--- src/rtl/hs_pkg.sv ---
package hs_pkg;

  typedef enum logic {
    HS_SRC_INIT = 1'b0,
    HS_DST_INIT = 1'b1
  } hs_mode_e;

  typedef enum logic [2:0] {
    TX_IDLE,
    TX_WAIT_RDY,
    TX_SETUP,
    TX_ASSERT,
    TX_RELEASE
  } tx_state_e;

  typedef enum logic [1:0] {
    RX_IDLE,
    RX_ACK,
    RX_DRAIN
  } rx_state_e;

  // any change of a synchronized handshake line
  function automatic logic line_toggled(input logic now_v, input logic prev_v);
    return now_v ^ prev_v;
  endfunction

  // rising change of a synchronized handshake line
  function automatic logic line_rose(input logic now_v, input logic prev_v);
    return now_v & ~prev_v;
  endfunction

endpackage

--- src/rtl/hs_sync.sv ---
module hs_sync #(
  parameter int STAGES = 2
) (
  input  logic clk,
  input  logic rst_n,
  input  logic d_i,
  output logic q_o
);

  logic [STAGES-1:0] chain_q;

  always_ff @(posedge clk or negedge rst_n) begin
    if (!rst_n) chain_q <= '0;
    else        chain_q <= {chain_q[STAGES-2:0], d_i};
  end

  assign q_o = chain_q[STAGES-1];

endmodule

--- src/rtl/hs_timeout.sv ---
module hs_timeout #(
  parameter int W = 16
) (
  input  logic         clk,
  input  logic         rst_n,
  input  logic         run_i,
  input  logic         kick_i,
  input  logic [W-1:0] limit_i,
  output logic         expire_o,
  output logic         err_o
);

  logic [W-1:0] cnt_q;
  logic         err_q;

  // limit of zero never hits; a lowered limit still hits at once
  function automatic logic limit_hit(input logic [W-1:0] cnt, input logic [W-1:0] lim);
    return (lim != '0) && (cnt >= lim - 1'b1);
  endfunction

  assign expire_o = run_i && !kick_i && limit_hit(cnt_q, limit_i);
  assign err_o    = err_q;

  always_ff @(posedge clk or negedge rst_n) begin
    if (!rst_n) begin
      cnt_q <= '0;
      err_q <= 1'b0;
    end else begin
      if (!run_i || kick_i)  cnt_q <= '0;
      else if (!expire_o)    cnt_q <= cnt_q + 1'b1;
      if (expire_o)          err_q <= 1'b1;
    end
  end


  tmo_flag_chk: assert property (@(posedge clk) disable iff (!rst_n)
    expire_o |=> err_o);


  tmo_sticky_chk: assert property (@(posedge clk) disable iff (!rst_n)
    err_o |=> err_o);

endmodule

--- src/rtl/hs_src_engine.sv ---
module hs_src_engine import hs_pkg::*; #(
  parameter int DW = 16
) (
  input  logic          clk,
  input  logic          rst_n,
  input  hs_mode_e      mode_i,
  input  logic          word_valid_i,
  input  logic [DW-1:0] word_i,
  output logic          word_ready_o,
  output logic          dv_o,
  output logic [DW-1:0] data_o,
  input  logic          ack_s_i,
  input  logic          expire_i,
  output logic          timed_o,
  output logic          idle_o
);

  tx_state_e     state_q, state_d;
  logic [DW-1:0] data_q;

  always_comb begin
    state_d = state_q;
    unique case (state_q)
      TX_IDLE:
        if (word_valid_i)
          state_d = (mode_i == HS_SRC_INIT) ? TX_SETUP : TX_WAIT_RDY;
      TX_WAIT_RDY:
        if (ack_s_i) state_d = TX_SETUP;
      TX_SETUP:
        state_d = TX_ASSERT;
      TX_ASSERT:
        if (expire_i)                                   state_d = TX_IDLE;
        else if (mode_i == HS_SRC_INIT && ack_s_i)      state_d = TX_RELEASE;
        else if (mode_i == HS_DST_INIT && !ack_s_i)     state_d = TX_IDLE;
      TX_RELEASE:
        if (expire_i || !ack_s_i) state_d = TX_IDLE;
      default:
        state_d = TX_IDLE;
    endcase
  end

  always_ff @(posedge clk or negedge rst_n) begin
    if (!rst_n) begin
      state_q <= TX_IDLE;
      data_q  <= '0;
    end else begin
      state_q <= state_d;
      if (state_q == TX_IDLE && word_valid_i) data_q <= word_i;
    end
  end

  assign word_ready_o = (state_q == TX_IDLE);
  assign idle_o       = (state_q == TX_IDLE);
  assign dv_o         = (state_q == TX_ASSERT);
  assign data_o       = data_q;
  assign timed_o      = (state_q == TX_ASSERT) || (state_q == TX_RELEASE);


  tx_data_stable_chk: assert property (@(posedge clk) disable iff (!rst_n)
    (dv_o || $past(dv_o)) |-> $stable(data_o));


  tx_src_release_chk: assert property (@(posedge clk) disable iff (!rst_n)
    ($fell(dv_o) && !$past(expire_i) && $past(mode_i) == HS_SRC_INIT) |-> $past(ack_s_i));


  tx_dst_release_chk: assert property (@(posedge clk) disable iff (!rst_n)
    ($fell(dv_o) && !$past(expire_i) && $past(mode_i) == HS_DST_INIT) |-> !$past(ack_s_i));


  tx_dst_raise_chk: assert property (@(posedge clk) disable iff (!rst_n)
    ($rose(dv_o) && $past(mode_i) == HS_DST_INIT) |-> $past(ack_s_i, 2));


  tx_tmo_idle_chk: assert property (@(posedge clk) disable iff (!rst_n)
    expire_i |=> (word_ready_o && !dv_o));

endmodule

--- src/rtl/hs_dst_engine.sv ---
module hs_dst_engine import hs_pkg::*; #(
  parameter int DW = 16
) (
  input  logic          clk,
  input  logic          rst_n,
  input  hs_mode_e      mode_i,
  input  hs_mode_e      cur_mode_i,
  input  logic          dv_s_i,
  input  logic          dv_rise_i,
  input  logic [DW-1:0] data_i,
  output logic          ack_o,
  output logic          word_valid_o,
  output logic [DW-1:0] word_o,
  input  logic          expire_i,
  output logic          timed_o,
  output logic          rest_o
);

  rx_state_e     state_q, state_d;
  logic          take;
  logic          valid_q;
  logic [DW-1:0] word_q;

  always_comb begin
    state_d = state_q;
    take    = 1'b0;
    unique case (state_q)
      RX_IDLE:
        if (mode_i == HS_DST_INIT) state_d = RX_ACK;
        else if (dv_rise_i) begin
          take    = 1'b1;
          state_d = RX_ACK;
        end
      RX_ACK:
        if (mode_i == HS_SRC_INIT) begin
          if (expire_i || !dv_s_i) state_d = RX_IDLE;
        end else if (dv_rise_i) begin
          take    = 1'b1;
          state_d = RX_DRAIN;
        end
      RX_DRAIN:
        if (expire_i || !dv_s_i) state_d = RX_IDLE;
      default:
        state_d = RX_IDLE;
    endcase
  end

  always_ff @(posedge clk or negedge rst_n) begin
    if (!rst_n) begin
      state_q <= RX_IDLE;
      valid_q <= 1'b0;
      word_q  <= '0;
    end else begin
      state_q <= state_d;
      valid_q <= take;
      if (take) word_q <= data_i;
    end
  end

  assign ack_o        = (state_q == RX_ACK);
  assign word_valid_o = valid_q;
  assign word_o       = word_q;
  assign timed_o      = (state_q == RX_DRAIN) ||
                        (state_q == RX_ACK && mode_i == HS_SRC_INIT);
  assign rest_o       = !dv_s_i && ((state_q == RX_IDLE) ||
                        (state_q == RX_ACK && cur_mode_i == HS_DST_INIT));


  rx_capture_chk: assert property (@(posedge clk) disable iff (!rst_n)
    word_valid_o |-> $past(dv_s_i));


  rx_src_drop_chk: assert property (@(posedge clk) disable iff (!rst_n)
    ($fell(ack_o) && $past(mode_i) == HS_SRC_INIT && !$past(expire_i)) |-> !$past(dv_s_i));


  rx_dst_drop_chk: assert property (@(posedge clk) disable iff (!rst_n)
    ($fell(ack_o) && $past(mode_i) == HS_DST_INIT && !$past(expire_i)) |-> word_valid_o);


  rx_single_pulse_chk: assert property (@(posedge clk) disable iff (!rst_n)
    word_valid_o |=> !word_valid_o);

endmodule

--- src/rtl/hs_xfer_ctrl.sv ---
module hs_xfer_ctrl import hs_pkg::*; #(
  parameter int DW          = 16,
  parameter int TMO_W       = 16,
  parameter int SYNC_STAGES = 2
) (
  input  logic             clk,
  input  logic             rst_n,
  input  logic             mode_i,
  input  logic [TMO_W-1:0] tmo_limit_i,
  input  logic             tx_valid_i,
  input  logic [DW-1:0]    tx_data_i,
  output logic             tx_ready_o,
  output logic             tx_err_o,
  output logic [DW-1:0]    lnk_tx_data_o,
  output logic             lnk_tx_dv_o,
  input  logic             lnk_tx_ack_i,
  input  logic [DW-1:0]    lnk_rx_data_i,
  input  logic             lnk_rx_dv_i,
  output logic             lnk_rx_ack_o,
  output logic             rx_valid_o,
  output logic [DW-1:0]    rx_data_o,
  output logic             rx_err_o
);

  logic     ack_s, ack_s_q, dv_s, dv_s_q;
  logic     tx_kick, rx_kick, rx_rise;
  logic     tx_timed, rx_timed, tx_expire, rx_expire;
  logic     tx_idle, rx_rest, quiet;
  hs_mode_e mode_q, mode_eff;

  hs_sync #(.STAGES(SYNC_STAGES)) u_ack_sync (
    .clk(clk), .rst_n(rst_n), .d_i(lnk_tx_ack_i), .q_o(ack_s));

  hs_sync #(.STAGES(SYNC_STAGES)) u_dv_sync (
    .clk(clk), .rst_n(rst_n), .d_i(lnk_rx_dv_i), .q_o(dv_s));

  always_ff @(posedge clk or negedge rst_n) begin
    if (!rst_n) begin
      ack_s_q <= 1'b0;
      dv_s_q  <= 1'b0;
      mode_q  <= HS_SRC_INIT;
    end else begin
      ack_s_q <= ack_s;
      dv_s_q  <= dv_s;
      mode_q  <= mode_eff;
    end
  end

  assign tx_kick  = line_toggled(ack_s, ack_s_q);
  assign rx_kick  = line_toggled(dv_s, dv_s_q);
  assign rx_rise  = line_rose(dv_s, dv_s_q);
  assign quiet    = tx_idle && rx_rest;
  assign mode_eff = quiet ? hs_mode_e'(mode_i) : mode_q;

  hs_timeout #(.W(TMO_W)) u_tx_tmo (
    .clk(clk), .rst_n(rst_n), .run_i(tx_timed), .kick_i(tx_kick),
    .limit_i(tmo_limit_i), .expire_o(tx_expire), .err_o(tx_err_o));

  hs_timeout #(.W(TMO_W)) u_rx_tmo (
    .clk(clk), .rst_n(rst_n), .run_i(rx_timed), .kick_i(rx_kick),
    .limit_i(tmo_limit_i), .expire_o(rx_expire), .err_o(rx_err_o));

  hs_src_engine #(.DW(DW)) u_src (
    .clk(clk), .rst_n(rst_n), .mode_i(mode_eff),
    .word_valid_i(tx_valid_i), .word_i(tx_data_i), .word_ready_o(tx_ready_o),
    .dv_o(lnk_tx_dv_o), .data_o(lnk_tx_data_o), .ack_s_i(ack_s),
    .expire_i(tx_expire), .timed_o(tx_timed), .idle_o(tx_idle));

  hs_dst_engine #(.DW(DW)) u_dst (
    .clk(clk), .rst_n(rst_n), .mode_i(mode_eff), .cur_mode_i(mode_q),
    .dv_s_i(dv_s), .dv_rise_i(rx_rise), .data_i(lnk_rx_data_i),
    .ack_o(lnk_rx_ack_o), .word_valid_o(rx_valid_o), .word_o(rx_data_o),
    .expire_i(rx_expire), .timed_o(rx_timed), .rest_o(rx_rest));


  mode_hold_chk: assert property (@(posedge clk) disable iff (!rst_n)
    !$stable(mode_q) |-> $past(quiet));


  tx_err_follow_chk: assert property (@(posedge clk) disable iff (!rst_n)
    tx_expire |=> tx_err_o);

endmodule

--- config.mk ---
export PLATFORM = sky130hd
export DESIGN_NAME = hs_xfer_ctrl
export DESIGN_NICKNAME = d
export VERILOG_FILES = /design/src/rtl/hs_pkg.sv /design/src/rtl/hs_sync.sv /design/src/rtl/hs_timeout.sv /design/src/rtl/hs_src_engine.sv /design/src/rtl/hs_dst_engine.sv /design/src/rtl/hs_xfer_ctrl.sv
export SDC_FILE = /design/constraint.sdc
export NUM_CORES = 1
export LEC_CHECK = 0
export CORE_MARGIN = 2
export CORE_UTILIZATION = 50
export DETAILED_ROUTE_END_ITERATION = 16
export PLACE_DENSITY = 0.76
export SYNTH_ARGS = -nofsm -noshare
export SYNTH_HDL_FRONTEND = slang
export SYNTH_HIERARCHICAL = 1
export SYNTH_SLANG_ARGS = --single-unit
--- constraint.sdc ---
create_clock -name clk -period 3.6 [get_ports clk]
set_clock_uncertainty 0.15 [all_clocks]
set_input_delay 0.54 -clock clk [delete_from_list [all_inputs] [get_ports clk]]
set_output_delay 0.54 -clock clk [all_outputs]
set_load 0.05 [all_outputs]
==> results of run 1 <==
==> synthesized netlist by cell type, drive strengths merged (2+ instances only) <==
master   count  area share (%)
clkbuf       8            0.55
or3          2            0.32
o21a         2            0.27
o21bai       2            0.27
a21oi       41             3.7
dfrtp       79              36
xor2         7             1.1
ha          38             8.7
o31a         2            0.32
nor3b        2            0.48
nor3        19             2.3
nand2       67             4.6
o311ai      15             2.9
nand3       11             1.0
o2111ai      3            0.48
nor2b        8            0.91
mux2i       10             1.8
inv         21             1.4
mux2        33             8.2
a211oi       4            0.55
nor2        25             1.7
o211a        3            0.55
or3b         2            0.32
buf         18             3.1
o211ai       6            0.82
and3         4            0.46
xnor2       21             3.4
nand4       11             1.3
and4         6            0.96
and2         4            0.50
a221oi       3            0.59
a21boi       2            0.27
nand2b      17             1.9
or4          4            0.75
a2111oi      4             1.3
o21ai       16             1.5
and3b        2            0.37
nor4        14             1.7
a2111o       2            0.41
==> power groups by stage <==
stage	clock network, mW	logic [mW]	registers, mW
final	0.726	2.12	1.29
after global routing	0.777	2.23	1.32
after CTS	0.740	2.12	1.29
after detailed placement	0	2.09	1.30
after floorplan	0	0.800	1.93
after global placement	0	2.05	1.28
==> how the worst min path moves through the flow <==
stage,endpoint,depth (start not counted),slack [ns],startpoint
5_1_grt,u_ack_sync/chain_q[1],0,0.21,u_ack_sync/chain_q[0]
3_5_place_dp,u_ack_sync/chain_q[1],0,0.19,u_ack_sync/chain_q[0]
4_1_cts,u_ack_sync/chain_q[1],0,0.21,u_ack_sync/chain_q[0]
3_3_place_gp,u_ack_sync/chain_q[1],0,0.18,u_ack_sync/chain_q[0]
6_report,u_dst/word_o[8],1,0.18,rst_n
2_1_floorplan,ack_s_q,0,0.09,rst_n
==> area by class of cell <==
type                       count  area [µm²]
sequential                    79        1980
multi-input combinational    425        3430
clock buffer                  10         138
tap                          140         175
inverter                      22        82.6
timing repair buffer         154        1350
fill                         828        3510
clock inverter                 6        75.1
==> state kept, by name (all words and copies together), names as in the netlist, 2 cells and up <==
name / count
u_dv_sync/chain_q: 2
u_src/data_o: 16
u_rx_tmo/cnt_q: 16
u_tx_tmo/cnt_q: 16
u_dst/state_q: 2
u_dst/word_o: 16
u_ack_sync/chain_q: 2
u_src/state_q: 3
==> layer usage <==
layer / up-vias / track usage, %
li1: 2314 / -
met2: 154 / 45.4
met4: 0 / 10.3
met5: - / 0
met1: 2369 / 29.2
met3: 31 / 4.18
==> worst max-delay path: cells and delay by family <==
kind	cells	cell delay, ns
XOR/XNOR	1	0.10
AND/OR/NAND/NOR	9	1.92
AO/OA/AOI/OAI	3	0.58
adder cells (fa/ha/maj)	1	0.18
buffers and inverters	3	0.37
==> through the flow <==
step | setup slack (ns) | power (mW) | util, % | cell area, µm²
after floorplan | -0.453 | 2.73 | - | 5540
after global placement | -0.649 | 3.34 | 63.0 | 6770
after detailed placement | -0.785 | 3.40 | 63.0 | 6770
after CTS | -0.0420 | 4.15 | 66.5 | 7150
after global routing | -0.0621 | 4.32 | 67.3 | 7230
final | 0.0450 | 4.14 | 67.3 | 7230
==> cells by family after synthesis <==
group	count (synthesis)	synth area share [%]
AND/OR/NAND/NOR	203	20.3
flip-flops	79	36.1
buffers and inverters	48	5.19
AO/OA/AOI/OAI	113	15.2
multiplexers	43	9.98
adder cells (fa/ha/maj)	38	8.68
XOR/XNOR	28	4.48
==> what timing repair did <==
item	in CTS	in global routing
pin swaps	35	16
gates resized for setup	73	16
setup buffers	10	5
cloned	0	0
endpoints found under the setup margin	36	22
hold endpoints to repair	0	0
==> summary.md, run 1 <==
| Metric | Value |
|---|---|
| Core Region | `10700 µm²` |
| First-pass GRT wire length | `23500 µm` |
| Met2 WL | `7620 µm` |
| Largest net degree at the start of global routing | `80` |
| Vias in the first global route | `4960` |
| Slew @ Worst Pin | `1.02 ns` |
| Routed vias | `4868` |
| Crit Path Max Fanout | `4` |
| P per Cell Area | `572 nW/µm²` |
| Ys async rst share | `100%` |
| Die Area | `11800 µm²` |
| Met3 wire length | `599 µm` |
| CP Data Required Time | `approximately 3.8 ns` |
| Detail Placement HPWL | `9970 µm` |
| Hold WS | `0.176 ns` |
| Critical Path Sink | `u_dst/state_q[0]` |
| Die Y | `109 µm` |
| ANT nets after route | `0` |
| Die W | `109 µm` |
| Crit. End Element | `flop` |
| Mapped Area | `~5500 µm²` |
| Gr ovfl total | `0` |
| Slew margin rel. | `31.9%` |
| Worst R2R Setup Slack | `0.79 ns` |
| Routed WL | `14400 µm` |
| Slowest CP cell | `or3b_4` |
| CP startpoint | `tmo_limit_i[4]` |
| Antenna violations before repair | `0` |
| Outcome | `finished clean` |
| Cts bufs inserted | `9` |
| Worst path cell trace | `buf_6 -> buf_6 -> or3_4 -> or3b_4 -> buf_4 -> nor3_2 -> xnor2_1 -> ha_1 -> a21oi_1 -> nor2_1 -> a311oi_2 -> nand4_1 -> nand2_2 -> nor2_1 -> nand2b_4 -> or3b_4 -> a21oi_2` |
| Synth cell types | `70` |
| Top_reg_cell synth | `dfrtp_1` |
| Worst path arrival time | `3.70 ns` |
| Leakage | `3.01 nW` |
| R2r startpoint | `u_rx_tmo/cnt_q[1]` |
| Post-synth EDFFs | `0` |
| First-pass DRT Iterations | `6` |
| Most common cell after layout, fill and taps aside | `dfrtp_1` |
| IO buf count | `91` |
| Hold WC Path Type | `input pin to asynchronous set/reset pin` |
| Sequential area share after synthesis | `36.1%` |
| Period minus WS final | `3.55 ns` |
| Combinational share of power | `51.2%` |
| Max Transition Viols Final | `0` |
| Sequential share of power | `31.2%` |
| CTS clk-pin slew, worst paths | `0.09 ns` |
| # rows | `38` |
| Drt first-iter violations | `between 300 and 400` |
| Sw frac | `43.8%` |
| Worst r2r path cells | `10` |
| Clk Latency, worst-skew pair | `~0.37 ns` |
| Max Cap Viol | `0` |
| Area Overhead vs Synth | `32.0%` |
| Starting Density | `roughly half` |
| F_max | `281 MHz` |
| Drt wl/cell | `approximately 17 µm` |
| NetSw | `1.81 mW` |
| Hold Fails Final Rpt | `0` |
| Diode count | `0` |
| Internal | `roughly 2.3 mW` |
| M1 WL | `5790 µm` |
| Final worst-path cycle share | `98.7%` |
| H-tree Lvls | `3` |
| Peak VDD IR | `0.000696 V` |
| DRC errors left | `0` |
| Crit Reg-Reg Endpoint | `u_dst/state_q[0]` |
| Setup TNS | `0 ns` |
| Kind of critical path | `input pin to flop` |
| Nets | `783` |
| TritonCTS clock tree | `built` |
| RSZ-0062 raised after global routing | `true` |
| All-Layer GR Usage | `around a quarter` |
| Placer Congestion | `0.867` |
| Most frequent cells in the layout | `dfrtp_1 (79), clkdlybuf4s50_1 (77), nand2_1 (64), buf_4 (60), a21oi_1 (40)` |
| DR top layer | `met4` |
| Vias per cell | `5.82` |
| Placed Instances | `805` |
| Final Setup Violations | `0` |
| # IOs | `92` |
| CTS Hold Bufs | `0` |
| #FFs+latches synth | `79` |
| Clock Sink Count | `between 70 and 80` |
| Clock network fraction of total power | `17.6%` |
| Maximum clock path buffer count | `2` |
| Synthesized area per cell | `9.92 µm²` |
| Mapped Nets | `644` |
| Root buf cell | `clkbuf_8` |
| Share of layout cells above drive strength 1 | `between 20% and 30%` |
| Final Non-Filler Cells | `836` |
| Startpoint Class | `input pin` |
| Post-synthesis cell count | `552` |
| Crit path largest cell delay | `0.42 ns` |
| Synthesis Warnings | `6` |
No activity file was read; power rests on OpenSTA's default activity.
==> run 2: changes to the inputs <==
--- a/config.mk
+++ b/config.mk
@@ -6,9 +6,10 @@
 export NUM_CORES = 1
 export LEC_CHECK = 0
 export CORE_MARGIN = 2
-export CORE_UTILIZATION = 50
+export CORE_UTILIZATION = 49
+export CTS_BUF_LIST = sky130_fd_sc_hd__clkbuf_16
 export DETAILED_ROUTE_END_ITERATION = 16
-export PLACE_DENSITY = 0.76
+export PLACE_DENSITY = 0.77
 export SYNTH_ARGS = -nofsm -noshare
 export SYNTH_HDL_FRONTEND = slang
 export SYNTH_HIERARCHICAL = 1
==> constraint.sdc (replaced) <==
create_clock -name clk -period 3 [get_ports clk]
set_clock_uncertainty 0.15 [all_clocks]
set_input_delay 0.45 -clock clk [delete_from_list [all_inputs] [get_ports clk]]
set_output_delay 0.45 -clock clk [all_outputs]
set_load 0.05 [all_outputs]
==> summary.md, run 2 (synthesized netlist as in run 1, its figures left out) <==
| Metric | Value |
|---|---|
| Outcome | `complete, but fails checks` |
| Failing checks | `setup timing` |
| Starting Density | `50.3% (-0.67 points)` |
| Final WS setup | `-0.713 ns (-0.758 ns)` |
| Kind of critical path | `input pin to flop` |
| Diode count | `0 (unchanged)` |
| Worst R2R Setup Slack | `0.20 ns (-0.59 ns)` |
| # IOs | `92 (unchanged)` |
| Crit Reg-Reg Endpoint | `u_src/state_q[0]` |
| Max Transition Viols Final | `0 (unchanged)` |
| All-Layer GR Usage | `25.0% (-0.054 points)` |
| Crit Path Max Fanout | `5 (+1)` |
| Core Region | `10900 µm² (+1.3%)` |
| Final instance area | `7870 µm² (+8.9%)` |
| Slew margin rel. | `34.1% (+2.3 points)` |
| First-pass GRT wire length | `23800 µm (+1.4%)` |
| P per Cell Area | `686 nW/µm² (+20%)` |
| Root buf cell | `clkbuf_16` |
| Final Setup Violations | `39 (+39)` |
| Die Y | `110 µm (+0.98%)` |
| Detail Placement HPWL | `9850 µm (-1.2%)` |
| Drt first-iter violations | `243 (-21%)` |
| Final worst-path cycle share | `124%` |
| Drt wl/cell | `17.9 µm (+4.0%)` |
| ANT nets after route | `0 (unchanged)` |
| Worst r2r path cells | `9 (-1)` |
| Routed vias | `5020 (+3.1%)` |
| Most common cell after layout, fill and taps aside | `dfrtp_1` |
| Slew @ Worst Pin | `0.988 ns (-0.0341 ns)` |
| Hold WC Path Type | `input pin to asynchronous set/reset pin` |
| Leakage | `3.22 nW (+7.1%)` |
| Worst path arrival time | `3.83 ns (+0.13 ns)` |
| Die Area | `12000 µm² (+2.0%)` |
| IO buf count | `91 (unchanged)` |
| CTS Hold Bufs | `0 (unchanged)` |
| Placement Cell Area | `6800 µm² (+0.52%)` |
| Nets | `802 (+2.4%)` |
| Period minus WS final | `3.71 ns` |
| Multi-input logic area | `3680 µm² (+7.3%)` |
| Clock Sink Count | `79 (unchanged)` |
| Hold WS | `0.132 ns (-0.0438 ns)` |
| Hold Fails Final Rpt | `0 (unchanged)` |
| Maximum clock path buffer count | `2 (unchanged)` |
| Antenna violations before repair | `0 (unchanged)` |
| Crit. End Element | `flop` |
| CTS clk-pin slew, worst paths | `0.07 ns (-0.02 ns)` |
| Peak VDD IR | `0.000633 V (-9.1%)` |
| Sequential Area | `1980 µm² (unchanged)` |
| Routed WL | `15300 µm (+6.4%)` |
| CP Data Required Time | `3.11 ns (-0.64 ns)` |
| Most frequent cells in the layout | `dfrtp_1 (79), clkdlybuf4s50_1 (77), buf_4 (61), nand2_1 (55), ha_1 (37)` |
| Setup WS pre-CTS | `-1.43 ns (-0.648 ns)` |
| Filler cells | `719 (-13%)` |
| # rows | `38 (unchanged)` |
| DRC errors left | `0 (unchanged)` |
| Largest net degree at the start of global routing | `80 (unchanged)` |
| H-tree Lvls | `3 (unchanged)` |
| Startpoint Class | `input pin` |
| R2r startpoint | `u_tx_tmo/cnt_q[12]` |
| Max Cap Viol | `0 (unchanged)` |
| Placer Congestion | `0.864 (-0.35%)` |
| RSZ-0062 raised after global routing | `true` |
| F_max | `about 270 MHz` |
| Vias in the first global route | `5029 (+1.4%)` |
| TritonCTS clock tree | `built` |
| First-pass DRT Iterations | `5 (-1)` |
| Share of layout cells above drive strength 1 | `32.9% (+6.7 points)` |
| Gr ovfl total | `0 (unchanged)` |
| Area Overhead vs Synth | `43.8%` |
| Vias per cell | `5.87 (+0.83%)` |
| Cts bufs inserted | `9 (unchanged)` |
| Clk Latency, worst-skew pair | `0.34 ns (-0.03 ns)` |
| Die W | `110 µm (+0.98%)` |
run 2: cell types whose count changed in the layout (fill, tap and decap cells not counted), sizes merged:
cell,delta
buf,+17
bufinv,+2
clkdlybuf4s15,+2
inv,-2
clkinv,+1
dlygate4sd2,-1
run 2: metrics by stage:
stage	TNS [ns]	std cells	util, %	power (mW)
finish	-18.10	855	72.3	5.40
global route	-22.21	855	72.3	5.62
floorplan	-16.11	552	-	3.28
detailed placement	-44.33	805	62.5	4.08
global placement	-37.67	805	62.5	4.01
CTS	-16.89	840	69.0	5.40
run 2: final cells by class:
| cell class | count | share of cell area, % |
|---|---|---|
| clock buffer | 9 | 2.86 |
| clock inverter | 7 | 1.51 |
| inverter | 22 | 1.05 |
| multi-input combinational | 425 | 46.7 |
| sequential | 79 | 25.1 |
| tap | 140 | 2.23 |
| timing repair buffer | 173 | 20.5 |
run 2: critical path: stages:
cell and delay [ns]:
clkdlybuf4s15_1 0.22, or3_4 0.40, nor3_2 0.19, nand2b_1 0.19, nor4_2 0.26, xnor2_1 0.20, ha_1 0.29, a21oi_1 0.17
nor2_2 0.07, a311oi_4 0.27, nand4_1 0.23, buf_6 0.20, buf_8 0.13, buf_4 0.13, buf_6 0.11, a21oi_2 0.12
mux2i_1 0.21
run 2: what timing repair did:
item,4_1_cts,5_1_grt
pin swaps,42,35
setup endpoints to repair,39,39
setup buffers,18,15
resized for setup,97,57
cloned,1,1
run 2: per-layer routing:
layer  part of all wire [%]  vias up  global-route usage (%)
met1                     40     2469                    28.9
met3                    4.1       34                    4.92
met4                    2.4        0                    8.05
li1                       -     2363                       -
met2                     54      154                    46.0
met5                      0        -                       0
run 2: worst max path at each step:
stage | start | end | cells after the start
5_1_grt | tmo_limit_i[3] | u_rx_tmo/cnt_q[15] | 15
2_1_floorplan | tmo_limit_i[6] | u_dst/state_q[0] | 16
3_3_place_gp | tmo_limit_i[9] | u_src/state_q[0] | 14
3_5_place_dp | tmo_limit_i[4] | u_dst/state_q[0] | 17
4_1_cts | tmo_limit_i[9] | u_src/state_q[0] | 14
6_report | tmo_limit_i[3] | u_rx_tmo/cnt_q[8] | 17
run 2: power by group:
part | total, mW | internal, mW | leakage (nW) | switching, mW
Combinational | 2.59 | 1.04 | 2.05 | 1.55
Sequential | 1.53 | 1.34 | 1.01 | 0.188
Clock | 1.29 | 0.816 | 0.164 | 0.469
==> run 3: changes to the inputs <==
==> constraint.sdc (replaced) <==
create_clock -name clk -period 3.3 [get_ports clk]
set_clock_uncertainty 0.15 [all_clocks]
set_input_delay 0.495 -clock clk [delete_from_list [all_inputs] [get_ports clk]]
set_output_delay 0.495 -clock clk [all_outputs]
set_load 0.05 [all_outputs]
==> summary.md, run 3 (synthesized netlist as in run 1, its figures left out) <==
| Metric | Value |
|---|---|
| IO buf count | `91 (unchanged)` |
| Antenna violations before repair | `1 (+1)` |
| Routed WL | `14600 µm (-4.4%)` |
| Drt wl/cell | `17.4 µm (-2.9%)` |
| Setup WS pre-CTS | `-1.06 ns (+0.376 ns)` |
| Slew margin rel. | `33.9% (-0.28 points)` |
| First-pass GRT wire length | `23500 µm (-1.5%)` |
| Final instance area | `7640 µm² (-2.9%)` |
| Slowest CP cell | `or3b_4` |
| ANT nets after route | `0 (unchanged)` |
| Routed vias | `4907 (-2.3%)` |
| Maximum clock path buffer count | `2 (unchanged)` |
| Hold WC Path Type | `input pin to asynchronous set/reset pin` |
| Drt first-iter violations | `338 (+39%)` |
| Die Y | `110 µm (unchanged)` |
| Final worst-path cycle share | `110%` |
| CP startpoint | `tmo_limit_i[4]` |
| DRC errors left | `0 (unchanged)` |
| Crit Path Max Fanout | `4 (-1)` |
| CTS clk-pin slew, worst paths | `0.06 ns (about the same)` |
| Clock network fraction of total power | `21.8% (-2.0 points)` |
| Most frequent cells in the layout | `dfrtp_1 (79), clkdlybuf4s50_1 (77), nand2_1 (59), buf_4 (59), ha_1 (37)` |
| Top delay family on crit path | `simple AND/OR/NAND/NOR gates` |
| Gr ovfl total | `0 (unchanged)` |
| Period minus WS final | `approximately 3.6 ns` |
| Max Cap Viol | `0 (unchanged)` |
| Worst path cell trace | `buf_6 -> buf_6 -> or3_4 -> or3b_4 -> buf_4 -> nor3_2 -> xnor2_1 -> ha_1 -> a21oi_2 -> nor2_2 -> a311oi_2 -> nand4_1 -> nand2_2 -> nor2_2 -> nand2b_4 -> or3b_4 -> a21oi_2` |
| Nets | `787 (-1.9%)` |
| Share of layout cells above drive strength 1 | `30.9% (-2.0 points)` |
| Largest net degree at the start of global routing | `80 (unchanged)` |
| Final WS setup | `-0.320 ns (+0.393 ns)` |
| CP Data Required Time | `3.41 ns (+0.30 ns)` |
| Sequential share of power | `29.3% (+0.9 points)` |
| Failing checks | `setup timing` |
| Kind of critical path | `input pin to flop` |
| Placer Congestion | `0.866 (+0.23%)` |
| Hold Fails Final Rpt | `0 (unchanged)` |
| First-pass DRT Iterations | `5 (unchanged)` |
| Vias in the first global route | `4924 (-2.1%)` |
| Clk Latency, worst-skew pair | `0.34 ns (about the same)` |
| Core Region | `10900 µm² (unchanged)` |
| Startpoint Class | `input pin` |
| Max Transition Viols Final | `0 (unchanged)` |
| Die Area | `12000 µm² (unchanged)` |
| Root buf cell | `clkbuf_16` |
| Final Setup Violations | `34 (-13%)` |
| Starting Density | `50.3% (unchanged)` |
| TritonCTS clock tree | `built` |
| Worst path arrival time | `3.73 ns (-0.10 ns)` |
| Worst R2R Setup Slack | `0.58 ns (+0.38 ns)` |
| Outcome | `complete, but fails checks` |
| Critical path depth in cells | `17 (unchanged)` |
| Cts bufs inserted | `9 (unchanged)` |
| Leakage | `3.13 nW (-3.0%)` |
| Die W | `110 µm (unchanged)` |
| Crit Reg-Reg Endpoint | `u_src/state_q[0]` |
| Detail Placement HPWL | `9820 µm (-0.28%)` |
| Peak VDD IR | `0.000571 V (-9.8%)` |
| Combinational share of power | `48.8% (+1.0 points)` |
| H-tree Lvls | `3 (unchanged)` |
| Area Overhead vs Synth | `39.5%` |
| F_max | `276 MHz` |
| P per Cell Area | `628 nW/µm² (-8.5%)` |
| Internal | `2.82 mW (-12%)` |
| R2r startpoint | `u_tx_tmo/cnt_q[0]` |
| All-Layer GR Usage | `24.6% (-0.36 points)` |
| Placement Cell Area | `6800 µm² (-0.11%)` |
| Slew @ Worst Pin | `0.992 ns (+0.00417 ns)` |
| # rows | `38 (unchanged)` |
| Sw frac | `41.3% (+0.47 points)` |
| Crit path buf inv count | `3 (-2)` |
| Critical Path Sink | `u_dst/state_q[0]` |
| Vias per cell | `5.83 (-0.62%)` |
| Setup TNS | `-4.98 ns (+13.12 ns)` |
| # IOs | `92 (unchanged)` |
| RSZ-0062 raised after global routing | `true` |
| Worst r2r path cells | `10 (+1)` |
| Clock Sink Count | `79 (unchanged)` |
| Most common cell after layout, fill and taps aside | `dfrtp_1` |
| CTS Hold Bufs | `0 (unchanged)` |
| NetSw | `1.98 mW (-10%)` |
| Crit. End Element | `flop` |
| Crit path largest cell delay | `0.42 ns (+0.02 ns)` |
| Filler cells | `775 (+7.8%)` |
run 3: cell count changes in the layout (fill, tap and decap cells not counted), moves of 2 or more:
cell	previous run	this run
nor2_2	6	3
nand2_2	10	7
nor2_4	1	3
buf_6	21	8
nand2b_1	16	14
clkdlybuf4s15_2	0	3
nand2b_4	1	3
inv_6	2	0
nand2_1	55	59
clkdlybuf4s15_1	2	0
buf_4	61	59
run 3: power by group through the flow:
stage | Sequential [mW] | Clock [mW] | Combinational, mW
after floorplan | 2.11 | 0 | 0.874
after global placement | 1.40 | 0 | 2.24
after detailed placement | 1.42 | 0 | 2.29
after CTS | 1.41 | 1.07 | 2.33
after global routing | 1.44 | 1.11 | 2.46
final | 1.41 | 1.05 | 2.34
run 3: per-layer routing:
| metal | wire length [µm] | share of wire, % | up-vias | track usage [%] |
|---|---|---|---|---|
| met3 | 552 | 3.8 | 23 | 5.39 |
| met4 | 195 | 1.3 | 0 | 6.96 |
| met5 | 0 | 0 | - | 0 |
| met1 | 6090 | 42 | 2424 | 29.3 |
| met2 | 7790 | 53 | 133 | 44.5 |
| li1 | - | - | 2327 | - |
run 3: layout make-up:
type                       count  area (µm²)  share of cell area [%]
timing repair buffer         158        1440                    18.9
clock inverter                 7        88.8                    1.16
sequential                    79        1980                    25.9
tap                          140         175                    2.29
multi-input combinational    425        3650                    47.7
inverter                      22        82.6                    1.08
clock buffer                   9         225                    2.95
antenna                        1        2.50                  0.0327
run 3: stage by stage:
stage                     total power [mW]  hold slack (ns)  std cells  util, %
final                                 4.80            0.157        841     70.2
after global routing                  5.00            0.209        841     70.2
after CTS                             4.80            0.207        836     68.7
after detailed placement              3.71            0.195        804     62.4
after global placement                3.64            0.184        804     62.4
after floorplan                       2.99           0.0494        552        -
run 3: how the worst min path moves through the flow:
| stage | end | from | cells after the start | slack (ns) |
|---|---|---|---|---|
| floorplan | ack_s_q | rst_n | 0 | 0.05 |
| global placement | u_dv_sync/chain_q[1] | u_dv_sync/chain_q[0] | 0 | 0.18 |
| detailed placement | u_dv_sync/chain_q[1] | u_dv_sync/chain_q[0] | 0 | 0.20 |
| CTS | u_dst/word_o[15] | rst_n | 1 | 0.21 |
| global route | u_dv_sync/chain_q[1] | u_dv_sync/chain_q[0] | 0 | 0.21 |
| finish | u_dst/word_o[15] | rst_n | 1 | 0.16 |
run 3: timing repair:
item,in CTS,in global routing
setup endpoints to repair,39,39
pin swaps,37,28
resized for setup,94,34
buffers inserted,14,5
gates cloned,2,0
